**config.mk**
```make
export PLATFORM = sky130hd
export DESIGN_NAME = adsr_env_core
export DESIGN_NICKNAME = d
export VERILOG_FILES = /design/src/rtl/adsr_env_pkg.sv /design/src/rtl/adsr_rate_regs.sv /design/src/rtl/adsr_rate_prescaler.sv /design/src/rtl/adsr_exp_divider.sv /design/src/rtl/adsr_phase_fsm.sv /design/src/rtl/adsr_env_core.sv
export SDC_FILE = /design/constraint.sdc
export NUM_CORES = 1
export LEC_CHECK = 0
export ABC_CLOCK_PERIOD_IN_PS = 4510
export BUFFER_PORTS_ARGS = -buffer_cell sky130_fd_sc_hd__buf_2
export CORE_MARGIN = 10
export CORE_UTILIZATION = 45
export DETAILED_ROUTE_END_ITERATION = 6
export GPL_ROUTABILITY_DRIVEN = 0
export PLACE_DENSITY = 0.66
export SYNTH_ARGS = -nofsm -noshare
export SYNTH_HDL_FRONTEND = slang
export SYNTH_SLANG_ARGS = --single-unit
```
**constraint.sdc**
```tcl
create_clock -name clk -period 4.51 [get_ports clk]
set_input_delay 0.451 -clock clk [delete_from_list [all_inputs] [get_ports clk]]
set_output_delay 0.451 -clock clk [all_outputs]
set_load 0.02 [all_outputs]
```
**src/rtl/adsr_env_pkg.sv**
```systemverilog
package adsr_env_pkg;

  localparam int LVL_W  = 8;
  localparam int RATE_W = 4;
  localparam int PER_W  = 16;
  localparam int EXP_W  = 5;

  typedef enum logic [1:0] {
    PH_ATTACK  = 2'd0,
    PH_DECAY   = 2'd1,
    PH_RELEASE = 2'd2
  } phase_e;

  // Clocks between step opportunities for each rate nibble.
  function automatic logic [PER_W-1:0] rate_period(input logic [RATE_W-1:0] sel);
    logic [PER_W-1:0] p;
    case (sel)
      4'd0:    p = 16'd9;
      4'd1:    p = 16'd32;
      4'd2:    p = 16'd63;
      4'd3:    p = 16'd95;
      4'd4:    p = 16'd149;
      4'd5:    p = 16'd220;
      4'd6:    p = 16'd267;
      4'd7:    p = 16'd313;
      4'd8:    p = 16'd392;
      4'd9:    p = 16'd977;
      4'd10:   p = 16'd1954;
      4'd11:   p = 16'd3126;
      4'd12:   p = 16'd3907;
      4'd13:   p = 16'd11720;
      4'd14:   p = 16'd19532;
      default: p = 16'd31251;
    endcase
    return p;
  endfunction

  // Level-dependent extra division applied while the level falls.
  function automatic logic [EXP_W-1:0] exp_divisor(input logic [LVL_W-1:0] lvl);
    logic [EXP_W-1:0] d;
    if (lvl > 8'd93)       d = 5'd1;
    else if (lvl >= 8'd55) d = 5'd2;
    else if (lvl >= 8'd27) d = 5'd4;
    else if (lvl >= 8'd15) d = 5'd8;
    else if (lvl >= 8'd7)  d = 5'd16;
    else if (lvl >= 8'd1)  d = 5'd30;
    else                   d = 5'd1;
    return d;
  endfunction

  // Sustain nibble repeated into both halves of the level byte.
  function automatic logic [LVL_W-1:0] sustain_target(input logic [RATE_W-1:0] s);
    return {s, s};
  endfunction

endpackage

```
**src/rtl/adsr_rate_regs.sv**
```systemverilog
module adsr_rate_regs
  import adsr_env_pkg::*;
#(
  parameter int RW = RATE_W
) (
  input  logic          clk,
  input  logic          rst,
  input  logic          wr_ad,
  input  logic          wr_sr,
  input  logic [2*RW-1:0] wr_data,
  output logic [RW-1:0] att_rate,
  output logic [RW-1:0] dec_rate,
  output logic [RW-1:0] sus_nib,
  output logic [RW-1:0] rel_rate
);

  always_ff @(posedge clk) begin
    if (rst) begin
      att_rate <= '0;
      dec_rate <= '0;
      sus_nib  <= '0;
      rel_rate <= '0;
    end else begin
      if (wr_ad) begin
        att_rate <= wr_data[2*RW-1:RW];
        dec_rate <= wr_data[RW-1:0];
      end
      if (wr_sr) begin
        sus_nib  <= wr_data[2*RW-1:RW];
        rel_rate <= wr_data[RW-1:0];
      end
    end
  end

endmodule

```
**src/rtl/adsr_rate_prescaler.sv**
```systemverilog
module adsr_rate_prescaler
  import adsr_env_pkg::*;
#(
  parameter int CW = PER_W
) (
  input  logic          clk,
  input  logic          rst,
  input  logic [CW-1:0] period,
  output logic          rate_hit
);

  localparam logic [CW-1:0] ONE = {{(CW-1){1'b0}}, 1'b1};

  logic [CW-1:0] cnt_q;
  logic [CW-1:0] cnt_inc;

  assign cnt_inc  = cnt_q + ONE;
  assign rate_hit = (cnt_inc == period);

  always_ff @(posedge clk) begin
    if (rst)           cnt_q <= '0;
    else if (rate_hit) cnt_q <= '0;
    else               cnt_q <= cnt_inc;
  end

  a_r1_restart_after_hit: assert property (@(posedge clk) disable iff (rst)
    rate_hit |=> (cnt_q == '0));

  a_r1_no_early_zero: assert property (@(posedge clk) disable iff (rst)
    (!rate_hit && cnt_q != {CW{1'b1}}) |=> (cnt_q != '0));

endmodule

```
**src/rtl/adsr_exp_divider.sv**
```systemverilog
module adsr_exp_divider
  import adsr_env_pkg::*;
#(
  parameter int LW = LVL_W,
  parameter int EW = EXP_W
) (
  input  logic          clk,
  input  logic          rst,
  input  logic          rate_hit,
  input  logic          bypass,
  input  logic [LW-1:0] level,
  output logic          step_ok
);

  localparam logic [EW-1:0] ONE = {{(EW-1){1'b0}}, 1'b1};

  logic [EW-1:0] div;
  logic [EW-1:0] cnt_q;
  logic [EW-1:0] cnt_inc;
  logic          div_wrap;

  assign div      = exp_divisor(level);
  assign cnt_inc  = cnt_q + ONE;
  assign div_wrap = (cnt_inc == div);
  assign step_ok  = rate_hit && (bypass || div_wrap);

  always_ff @(posedge clk) begin
    if (rst)           cnt_q <= '0;
    else if (step_ok)  cnt_q <= '0;
    else if (rate_hit) cnt_q <= cnt_inc;
  end

  a_r3_count_below_divisor: assert property (@(posedge clk) disable iff (rst)
    cnt_q < div);

  a_r4_attack_clears_divider: assert property (@(posedge clk) disable iff (rst)
    (bypass && rate_hit) |=> (cnt_q == '0));

  a_r3_idle_without_hit: assert property (@(posedge clk) disable iff (rst)
    !rate_hit |=> $stable(cnt_q));

endmodule

```
**src/rtl/adsr_phase_fsm.sv**
```systemverilog
module adsr_phase_fsm
  import adsr_env_pkg::*;
#(
  parameter int LW = LVL_W,
  parameter int RW = RATE_W
) (
  input  logic          clk,
  input  logic          rst,
  input  logic          ctl_we,
  input  logic          gate_bit,
  input  logic          step_ok,
  input  logic [RW-1:0] att_rate,
  input  logic [RW-1:0] dec_rate,
  input  logic [RW-1:0] sus_nib,
  input  logic [RW-1:0] rel_rate,
  output logic [LW-1:0] level,
  output phase_e        phase,
  output logic [RW-1:0] rate_sel,
  output logic          step_do,
  output logic          gate_rise,
  output logic          gate_fall
);

  localparam logic [LW-1:0] LVL_MAX = {LW{1'b1}};
  localparam logic [LW-1:0] LVL_ONE = {{(LW-1){1'b0}}, 1'b1};

  logic          gate_q;
  logic          hold_q;
  logic [LW-1:0] level_q;
  phase_e        phase_q;

  logic [LW-1:0] level_n;
  phase_e        phase_step;
  phase_e        phase_n;
  logic          hold_step;
  logic          hold_n;
  logic [LW-1:0] sus_tgt;
  logic          at_sustain;

  assign gate_rise  = ctl_we &&  gate_bit && !gate_q;
  assign gate_fall  = ctl_we && !gate_bit &&  gate_q;
  assign step_do    = step_ok && !hold_q;
  assign sus_tgt    = sustain_target(sus_nib);
  assign at_sustain = (phase_q == PH_DECAY) && (level_q == sus_tgt);

  always_comb begin
    case (phase_q)
      PH_ATTACK: rate_sel = att_rate;
      PH_DECAY:  rate_sel = dec_rate;
      default:   rate_sel = rel_rate;
    endcase
  end

  always_comb begin
    level_n    = level_q;
    phase_step = phase_q;
    hold_step  = hold_q;
    if (step_do) begin
      if (phase_q == PH_ATTACK) begin
        if (level_q != LVL_MAX) level_n = level_q + LVL_ONE;
        if (level_n == LVL_MAX) phase_step = PH_DECAY;
      end else if (level_q == '0) begin
        hold_step = 1'b1;
      end else if (!at_sustain) begin
        level_n = level_q - LVL_ONE;
        if (level_n == '0) hold_step = 1'b1;
      end
    end
    if (gate_rise) begin
      phase_n = PH_ATTACK;
      hold_n  = 1'b0;
    end else if (gate_fall) begin
      phase_n = PH_RELEASE;
      hold_n  = hold_step;
    end else begin
      phase_n = phase_step;
      hold_n  = hold_step;
    end
  end

  always_ff @(posedge clk) begin
    if (rst) begin
      gate_q  <= 1'b0;
      hold_q  <= 1'b1;
      level_q <= '0;
      phase_q <= PH_RELEASE;
    end else begin
      if (ctl_we) gate_q <= gate_bit;
      hold_q  <= hold_n;
      level_q <= level_n;
      phase_q <= phase_n;
    end
  end

  assign level = level_q;
  assign phase = phase_q;

  a_r10_reset_state: assert property (@(posedge clk)
    rst |=> (level_q == '0 && hold_q && phase_q == PH_RELEASE));

  a_r3_level_moves_on_step_only: assert property (@(posedge clk) disable iff (rst)
    !step_do |=> $stable(level_q));

  a_r4_attack_increments: assert property (@(posedge clk) disable iff (rst)
    (phase_q == PH_ATTACK && step_do && level_q != LVL_MAX)
      |=> (level_q == $past(level_q) + LVL_ONE));

  a_r5_sustain_holds: assert property (@(posedge clk) disable iff (rst)
    (at_sustain && level_q != '0) |=> $stable(level_q));

  a_r6_hold_freezes: assert property (@(posedge clk) disable iff (rst)
    (hold_q && !gate_rise) |=> $stable(level_q));

  a_r7_fall_enters_release: assert property (@(posedge clk) disable iff (rst)
    gate_fall |=> (phase_q == PH_RELEASE));

  a_r11_rise_wins: assert property (@(posedge clk) disable iff (rst)
    gate_rise |=> (phase_q == PH_ATTACK && !hold_q));

  a_r12_zero_locks: assert property (@(posedge clk) disable iff (rst)
    (step_do && phase_q != PH_ATTACK && level_q == LVL_ONE && !at_sustain && !gate_rise)
      |=> hold_q);

endmodule

```
**src/rtl/adsr_env_core.sv**
```systemverilog
module adsr_env_core
  import adsr_env_pkg::*;
#(
  parameter int LW = LVL_W,
  parameter int RW = RATE_W,
  parameter int CW = PER_W,
  parameter int EW = EXP_W
) (
  input  logic          clk,
  input  logic          rst,
  input  logic          wr_ctl,
  input  logic          wr_ad,
  input  logic          wr_sr,
  input  logic [7:0]    wr_data,
  output logic [LW-1:0] env_level
);

  logic [RW-1:0] att_rate;
  logic [RW-1:0] dec_rate;
  logic [RW-1:0] sus_nib;
  logic [RW-1:0] rel_rate;
  logic [RW-1:0] rate_sel;
  logic [CW-1:0] period;
  logic          rate_hit;
  logic          step_ok;
  logic          step_do;
  logic          gate_rise;
  logic          gate_fall;
  phase_e        phase;

  adsr_rate_regs #(.RW(RW)) u_regs (
    .clk      (clk),
    .rst      (rst),
    .wr_ad    (wr_ad),
    .wr_sr    (wr_sr),
    .wr_data  (wr_data),
    .att_rate (att_rate),
    .dec_rate (dec_rate),
    .sus_nib  (sus_nib),
    .rel_rate (rel_rate)
  );

  assign period = rate_period(rate_sel);

  adsr_rate_prescaler #(.CW(CW)) u_presc (
    .clk      (clk),
    .rst      (rst),
    .period   (period),
    .rate_hit (rate_hit)
  );

  adsr_exp_divider #(.LW(LW), .EW(EW)) u_expdiv (
    .clk      (clk),
    .rst      (rst),
    .rate_hit (rate_hit),
    .bypass   (phase == PH_ATTACK),
    .level    (env_level),
    .step_ok  (step_ok)
  );

  adsr_phase_fsm #(.LW(LW), .RW(RW)) u_fsm (
    .clk       (clk),
    .rst       (rst),
    .ctl_we    (wr_ctl),
    .gate_bit  (wr_data[0]),
    .step_ok   (step_ok),
    .att_rate  (att_rate),
    .dec_rate  (dec_rate),
    .sus_nib   (sus_nib),
    .rel_rate  (rel_rate),
    .level     (env_level),
    .phase     (phase),
    .rate_sel  (rate_sel),
    .step_do   (step_do),
    .gate_rise (gate_rise),
    .gate_fall (gate_fall)
  );

  a_r3_step_needs_opportunity: assert property (@(posedge clk) disable iff (rst)
    step_do |-> rate_hit);

endmodule

```
==> summary.md, run 1 <==
| Metric | Value |
|---|---|
| Top_reg_cell synth | `dfxtp_1` |
| Synth unique cells | `70` |
| CTS Buf Count | `5` |
| Final #Nets | `~530` |
| Die Footprint | `between 10000 and 15000 µm²` |
| Worst path arrival time | `4.28 ns` |
| Headroom to the max-slew limit | `approximately 44%` |
| Maximum vdd drop | `about 0.19 mV` |
| Reg2Reg Setup Slack | `around 0.46 ns` |
| Crit start category | `flop` |
| Reg clk slew, reported paths | `~0.10 ns` |
| Area occupied by registers | `between 900 and 1000 µm²` |
| Routed len/inst | `between 15 and 20 µm` |
| Status | `finished clean` |
| Total track usage | `14.62%` |
| Layout cells sized above 1 | `11.24%` |
| Worst-margin pin slew | `around 0.84 ns` |
| First-pass GRT wire length | `between 15000 and 20000 µm` |
| Setup TNS | `0 ns` |
| I/O pin total | `21` |
| Tmin final | `just over 4 ns` |
| Post-route cell area | `about 4100 µm²` |
| # fillers | `between 800 and 900` |
| Seq/Total Area, Yosys | `between 20% and 30%` |
| Post-CTS setup buffers | `0` |
| Synthesized area | `between 3000 and 4000 µm²` |
| Synth area leaders | `dfxtp_1, mux2i_1, nor2_1` |
| Mapped Cells | `497` |
| Die Y | `112.9 µm` |
| Most frequent cells after synthesis | `nor2_1, dfxtp_1, nand2_1, xnor2_1, mux2i_1` |
| Setup violators final | `0` |
| Max Slew Vio Count | `0` |
| Fmax | `around 0.25 GHz` |
| CP startpoint | `u_fsm.phase[1]$_SDFFE_PP1P_` |
| Hpwl dp | `approximately 7000 µm` |
| DRT antenna net count | `0` |
| CTS tree | `built` |
| RSZ-0062 raised after global routing | `false` |
| Multi-input logic area | `2674 µm²` |
| Mean Syn Cell Area | `7.819 µm²` |
| Initial core utilization | `between 40 and 50%` |
| CTS Hold Bufs | `0` |
| Drt total wl | `about 9500 µm` |
| Worst R2R Start | `u_fsm.phase[1]$_SDFFE_PP1P_` |
| Drc violations | `0` |
| Ant. Diodes | `0` |
| Initial antenna violation count | `0` |
| Crit. End Element | `flop` |
| Period utilisation layout | `between 80% and 90%` |
| Post-synthesis net count | `between 500 and 600` |
| First DRT Iteration DRCs | `about 380` |
| CTS H-tree lvls | `2` |
| Vias after detailed routing | `approximately 3600` |
| Core ar. | `just over 8000 µm²` |
| Async set-or-reset flop fraction in the synthesized netlist | `0%` |
| Vias per Instance | `just under 6` |
| Clk_lat worst skew | `between 0.3 and 0.4 ns` |
| CTS resizes | `0` |
| Setup crit end | `u_expdiv.cnt_q[3]$_SDFFE_PP0N_` |
| Hold Violations, Final | `0` |
| FF-to-FF End | `u_expdiv.cnt_q[3]$_SDFFE_PP0N_` |
| I/O Buffers | `20` |
| Worst Skew | `between 0.01 and 0.015 ns` |
| Most frequent cell after synthesis | `nor2_1` |
| PD cells | `249.0 nW/µm²` |
| Hold Crit Class | `in2reg` |
| Number of synthesized register bits | `a little under 50` |
| Largest net degree at the start of global routing | `40` |
| Clock tree buffer depth | `2` |
| Worst path required time | `4.74 ns` |
| Cell Area, Placed | `between 3000 and 4000 µm²` |
| Die width | `around 110 µm` |
| Worst Hold Depth | `3` |
| DR pass1 iterations | `4` |
| Row cnt | `33` |
| Top cell type's share of synthesized area | `25.24%` |
| Max_cap viols | `0` |
| Synth warn | `0` |
| Post-synth EDFFs | `0` |
| Area growth, synth to finish | `5.505%` |
| Critical path class | `reg2reg` |
| GR Overflow Total | `0` |
| Worst Path Max Fanout | `14` |
| Pleak | `around 1.6 nW` |
| Yosys top cell by area | `dfxtp_1` |
| Vias in the first global route | `approximately 3300` |
| Root buffer cell | `clkbuf_8` |
| Worst r2r path cells | `12` |
| Clk sink count | `49` |
-- kinds of logic after synthesis --
group	count (synthesis)	synth area share [%]
adder cells (fa/ha/maj)	18	5.795
AO/OA/AOI/OAI	99	18.54
buffers and inverters	49	5.956
AND/OR/NAND/NOR	211	26.66
XOR/XNOR	39	8.983
flip-flops	49	25.24
multiplexers	32	8.821
-- worst max-delay path: stages, from the launching register on --
cell and delay [ns]:
dfxtp_1 0.62, inv_2 0.20, a21boi_2 0.50, inv_2 0.22, ha_1 0.24, a211oi_1 0.31
a31oi_4 0.05, xnor2_1 0.19, nor3_2 0.12, nand4_1 0.12, or4_1 0.69, or4_1 0.55
a21oi_1 0.16
-- placed cells by master (no fill, tap or decap), types with 3 or more instances in the layout --
master     instances
dfxtp_1           49
and2_1             3
nand2_1           45
ha_1              18
nand4_1           10
mux2_2             5
inv_1             14
xor2_1            12
nor2b_1            7
o21ai_0           16
nor3_1            18
a21boi_0           3
nor4_1             9
a21oi_1           15
a211oi_1           9
or3_1              4
o22ai_1            3
inv_2              4
xnor2_1           26
mux2i_1           25
a22oi_1            3
nor2_1            63
buf_2             20
o2111ai_1          3
a31oi_1            9
clkbuf_8           5
o211ai_1           6
and3b_1            3
a21o_1             3
nand3_1           21
or4_1              4
buf_4              4
and3_1            12
-- routing by layer --
metal	track usage, %	routed length [µm]	vias to the layer above	part of all wire, %
li1	-	-	1784	-
met1	20.44	4496	1695	47
met2	23.27	4389	102	46
met3	2.588	526	8	5.6
met4	2.030	64	0	0.68
met5	0	0	-	0
-- through the flow --
step                cells  hold WS [ns]  util (%)  total power (W)  setup slack, ns
finish                603        0.3975     49.40         0.001021           0.4587
global route          603        0.3961     49.40         0.001079           0.1368
CTS                   603        0.3936     49.40         0.001031           0.4782
detailed placement    595        0.4778     48.00        0.0006980           0.5098
global placement      595        0.4776     48.00        0.0006940           0.6001
floorplan             497        0.4492         -        0.0006557            1.212
-- registers in the layout (all words and copies together) (netlist names) --
name	flops
u_regs.rel_rate	4
u_regs.sus_nib	4
u_fsm.phase	2
u_fsm.level	8
u_regs.dec_rate	4
u_expdiv.cnt_q	5
u_fsm.gate_q	1
u_regs.att_rate	4
u_presc.cnt_q	16
u_fsm.hold_q	1
-- worst min-delay path by stage --
stage / startpoint / end / slack (ns)
final: wr_data[3] / u_regs.rel_rate[3]$_SDFFE_PP0P_ / 0.40
after global routing: wr_data[1] / u_regs.dec_rate[1]$_SDFFE_PP0P_ / 0.40
after CTS: wr_data[2] / u_regs.rel_rate[2]$_SDFFE_PP0P_ / 0.39
after detailed placement: u_expdiv.cnt_q[1]$_SDFFE_PP0N_ / u_expdiv.cnt_q[1]$_SDFFE_PP0N_ / 0.48
after global placement: u_presc.cnt_q[0]$_SDFF_PP0_ / u_presc.cnt_q[0]$_SDFF_PP0_ / 0.48
after floorplan: u_expdiv.cnt_q[1]$_SDFFE_PP0N_ / u_expdiv.cnt_q[1]$_SDFFE_PP0N_ / 0.45
-- power by group --
part / switching [W] / internal [W]
Combinational: 0.000142 / 0.0000887
Clock: 0.000159 / 0.000169
Sequential: 0.0000154 / 0.000446
-- area by class of cell --
type                       count  share of cell area [%]
clock buffer                   5                   1.678
clock inverter                 3                   1.160
inverter                      18                   1.648
multi-input combinational    399                   65.21
sequential                    49                   23.92
tap                          105                   3.204
timing repair buffer          24                   3.174
Power figures use the tool's default switching activity.
==> inputs of run 2 (changes only) <==
--- a/config.mk
+++ b/config.mk
@@ -7,11 +7,13 @@
 export LEC_CHECK = 0
 export ABC_CLOCK_PERIOD_IN_PS = 4510
 export BUFFER_PORTS_ARGS = -buffer_cell sky130_fd_sc_hd__buf_2
+export CELL_PAD_IN_SITES_DETAIL_PLACEMENT = 1
+export CELL_PAD_IN_SITES_GLOBAL_PLACEMENT = 1
 export CORE_MARGIN = 10
 export CORE_UTILIZATION = 45
 export DETAILED_ROUTE_END_ITERATION = 6
 export GPL_ROUTABILITY_DRIVEN = 0
-export PLACE_DENSITY = 0.66
+export PLACE_DENSITY = 0.82
 export SYNTH_ARGS = -nofsm -noshare
 export SYNTH_HDL_FRONTEND = slang
 export SYNTH_SLANG_ARGS = --single-unit
==> summary.md, run 2 (same netlist as run 1, synthesis figures left out) <==
| Metric | Value |
|---|---|
| Clock tree buffer depth | `2 (unchanged)` |
| DP Cell Count | `594 (-0.17%)` |
| Pleak | `1.601 nW (-0.15%)` |
| PD cells | `254.7 nW/µm² (+2.3%)` |
| Worst Hold Depth | `3 (unchanged)` |
| Initial antenna violation count | `0 (unchanged)` |
| Commonest non-fill, non-tap cells in the layout | `nor2_1, dfxtp_1, nand2_1` |
| Util after Layout | `49.40% (unchanged)` |
| Hold Violations, Final | `0 (unchanged)` |
| Worst r2r path cells | `12 (unchanged)` |
| Worst Path Max Fanout | `12 (-2)` |
| Clk_lat worst skew | `0.31 ns (about the same)` |
| Core ar. | `8299 µm² (unchanged)` |
| Vias in the first global route | `3912 (+18%)` |
| Non-Filler Instances | `602 (-0.17%)` |
| Root buffer cell | `clkbuf_8` |
| Max_cap viols | `0 (unchanged)` |
| Largest net degree at the start of global routing | `40 (unchanged)` |
| Max Slew Vio Count | `0 (unchanged)` |
| First-pass GRT wire length | `19460 µm (+19%)` |
| Worst Skew | `0.01019 ns (-0.0002806 ns)` |
| Area growth, synth to finish | `5.505% (unchanged)` |
| CTS tree | `built` |
| I/O Buffers | `20 (unchanged)` |
| Clk sink count | `49 (unchanged)` |
| Maximum vdd drop | `0.1434 mV (-23%)` |
| Setup ws final | `0.3774 ns (-0.08125 ns)` |
| Drc violations | `0 (unchanged)` |
| Period utilisation layout | `91.63% (+1.8 points)` |
| Crit. End Element | `flop` |
| Setup violators final | `0 (unchanged)` |
| Row cnt | `33 (unchanged)` |
| FF-to-FF End | `u_expdiv.cnt_q[4]$_SDFFE_PP0N_` |
| Pre-CTS WS | `0.4264 ns (-0.08346 ns)` |
| Worst R2R Start | `u_fsm.phase[0]$_SDFFE_PP0P_` |
| Reg clk slew, reported paths | `0.09 ns (about the same)` |
| I/O pin total | `21 (unchanged)` |
| Tmin final | `4.133 ns (+0.08125 ns)` |
| Met1 Routed Length | `5110 µm (+14%)` |
| Routed length on met3 | `412 µm (-22%)` |
| CTS Buf Count | `5 (unchanged)` |
| Hold Crit Class | `in2reg` |
| DR WL met2 | `5874 µm (+34%)` |
| Max reg flops | `16 (unchanged)` |
| Layout cells sized above 1 | `10.87% (-0.38 points)` |
| DRT antenna net count | `0 (unchanged)` |
| Highest metal used | `met4` |
| Worst-margin pin slew | `0.8685 ns (+0.03036 ns)` |
| Vias after detailed routing | `3711 (+3.4%)` |
| GR Overflow Total | `0 (unchanged)` |
| Ant. Diodes | `0 (unchanged)` |
| Register with the most flip-flops | `u_presc.cnt_q` |
| DR pass1 iterations | `4 (unchanged)` |
| Total Power | `0.001044 W (+2.3%)` |
| Total track usage | `17.95% (+3.3 points)` |
| Worst path required time | `4.74 ns (about the same)` |
| Final #Nets | `527 (-0.19%)` |
| Die width | `112.9 µm (unchanged)` |
| Die Y | `112.9 µm (unchanged)` |
| Hpwl dp | `8710 µm (+24%)` |
| Fmax | `0.2420 GHz (-2.0%)` |
| Reg2Reg Setup Slack | `0.38 ns (-0.08 ns)` |
| Hold path endpoint | `u_regs.rel_rate[2]$_SDFFE_PP0P_` |
| Setup TNS | `0 ns (unchanged)` |
| Initial core utilization | `46.83% (unchanged)` |
| Commonest non-fill, non-tap cell in the layout | `nor2_1` |
| Drt total wl | `11620 µm (+23%)` |
| Die Footprint | `12750 µm² (unchanged)` |
| Vias per Instance | `6.164 (+3.6%)` |
| CTS H-tree lvls | `2 (unchanged)` |
| Hold path startpoint | `wr_data[2]` |
| First DRT Iteration DRCs | `221 (-42%)` |
| Status | `finished clean` |
| RSZ-0062 raised after global routing | `false` |
| Headroom to the max-slew limit | `41.89% (-2.0 points)` |
| Critical path class | `reg2reg` |
| Worst path arrival time | `4.36 ns (+0.08 ns)` |
| Crit start category | `flop` |
| Routed len/inst | `19.31 µm (+23%)` |
-- run 2: through the flow --
stage | hold slack [ns] | cell area (µm²)
floorplan | 0.4492 | 3886
global placement | 0.4789 | 3976
detailed placement | 0.4862 | 3976
CTS | 0.3924 | 4093
global route | 0.4050 | 4100
finish | 0.3960 | 4100
-- run 2: power breakdown --
| group | total (W) | switching, W | internal (W) | leakage, nW |
|---|---|---|---|---|
| combinational | 0.000242 | 0.000153 | 0.0000899 | 1.14 |
| clock | 0.000340 | 0.000159 | 0.000181 | 0.0585 |
| sequential | 0.000462 | 0.0000164 | 0.000446 | 0.399 |
| total | 0.00104 | 0.000328 | 0.000717 | 1.60 |
-- run 2: layout make-up --
class | count | area [µm²]
Clock buffer | 7 | 86.33
Clock inverter | 1 | 30.03
Fill cell | 1044 | 4199
Inverter | 18 | 67.56
Multi-Input combinational cell | 399 | 2681
Sequential cell | 49 | 980.9
Tap cell | 105 | 131.4
Timing Repair Buffer | 23 | 122.6
-- run 2: critical path, stage by stage, from the launching register on --
cell,delay [ns]
dfxtp_1,0.62
mux2i_1,0.29
o21ai_2,0.17
ha_1,0.33
and3b_1,0.20
a31oi_1,0.24
o21ai_1,0.16
o211ai_1,0.24
and4b_1,0.25
nand4_1,0.14
or4_1,0.71
or4_1,0.56
a21oi_1,0.15
-- run 2: worst max-delay path by stage --
| stage | from | end |
|---|---|---|
| floorplan | u_fsm.phase[0]$_SDFFE_PP0P_ | u_expdiv.cnt_q[3]$_SDFFE_PP0N_ |
| global placement | u_fsm.phase[1]$_SDFFE_PP1P_ | u_expdiv.cnt_q[4]$_SDFFE_PP0N_ |
| detailed placement | u_fsm.phase[1]$_SDFFE_PP1P_ | u_expdiv.cnt_q[4]$_SDFFE_PP0N_ |
| CTS | u_fsm.phase[1]$_SDFFE_PP1P_ | u_expdiv.cnt_q[4]$_SDFFE_PP0N_ |
| global route | u_fsm.phase[0]$_SDFFE_PP0P_ | u_expdiv.cnt_q[3]$_SDFFE_PP0N_ |
| finish | u_fsm.phase[0]$_SDFFE_PP0P_ | u_expdiv.cnt_q[4]$_SDFFE_PP0N_ |
-- run 2: metal layers --
| layer | vias to the layer above | track usage [%] |
|---|---|---|
| met5 | - | 0 |
| met4 | 0 | 5.922 |
| met3 | 24 | 3.011 |
| met2 | 72 | 30.88 |
| met1 | 1837 | 22.11 |
| li1 | 1778 | - |
-- run 2: repair_timing --
action / 4_1_cts / 5_1_grt
setup endpoints to repair: 0 / 1
buffers inserted: 0 / 0
resized for setup: 0 / 1
hold buffers: 0 / 0
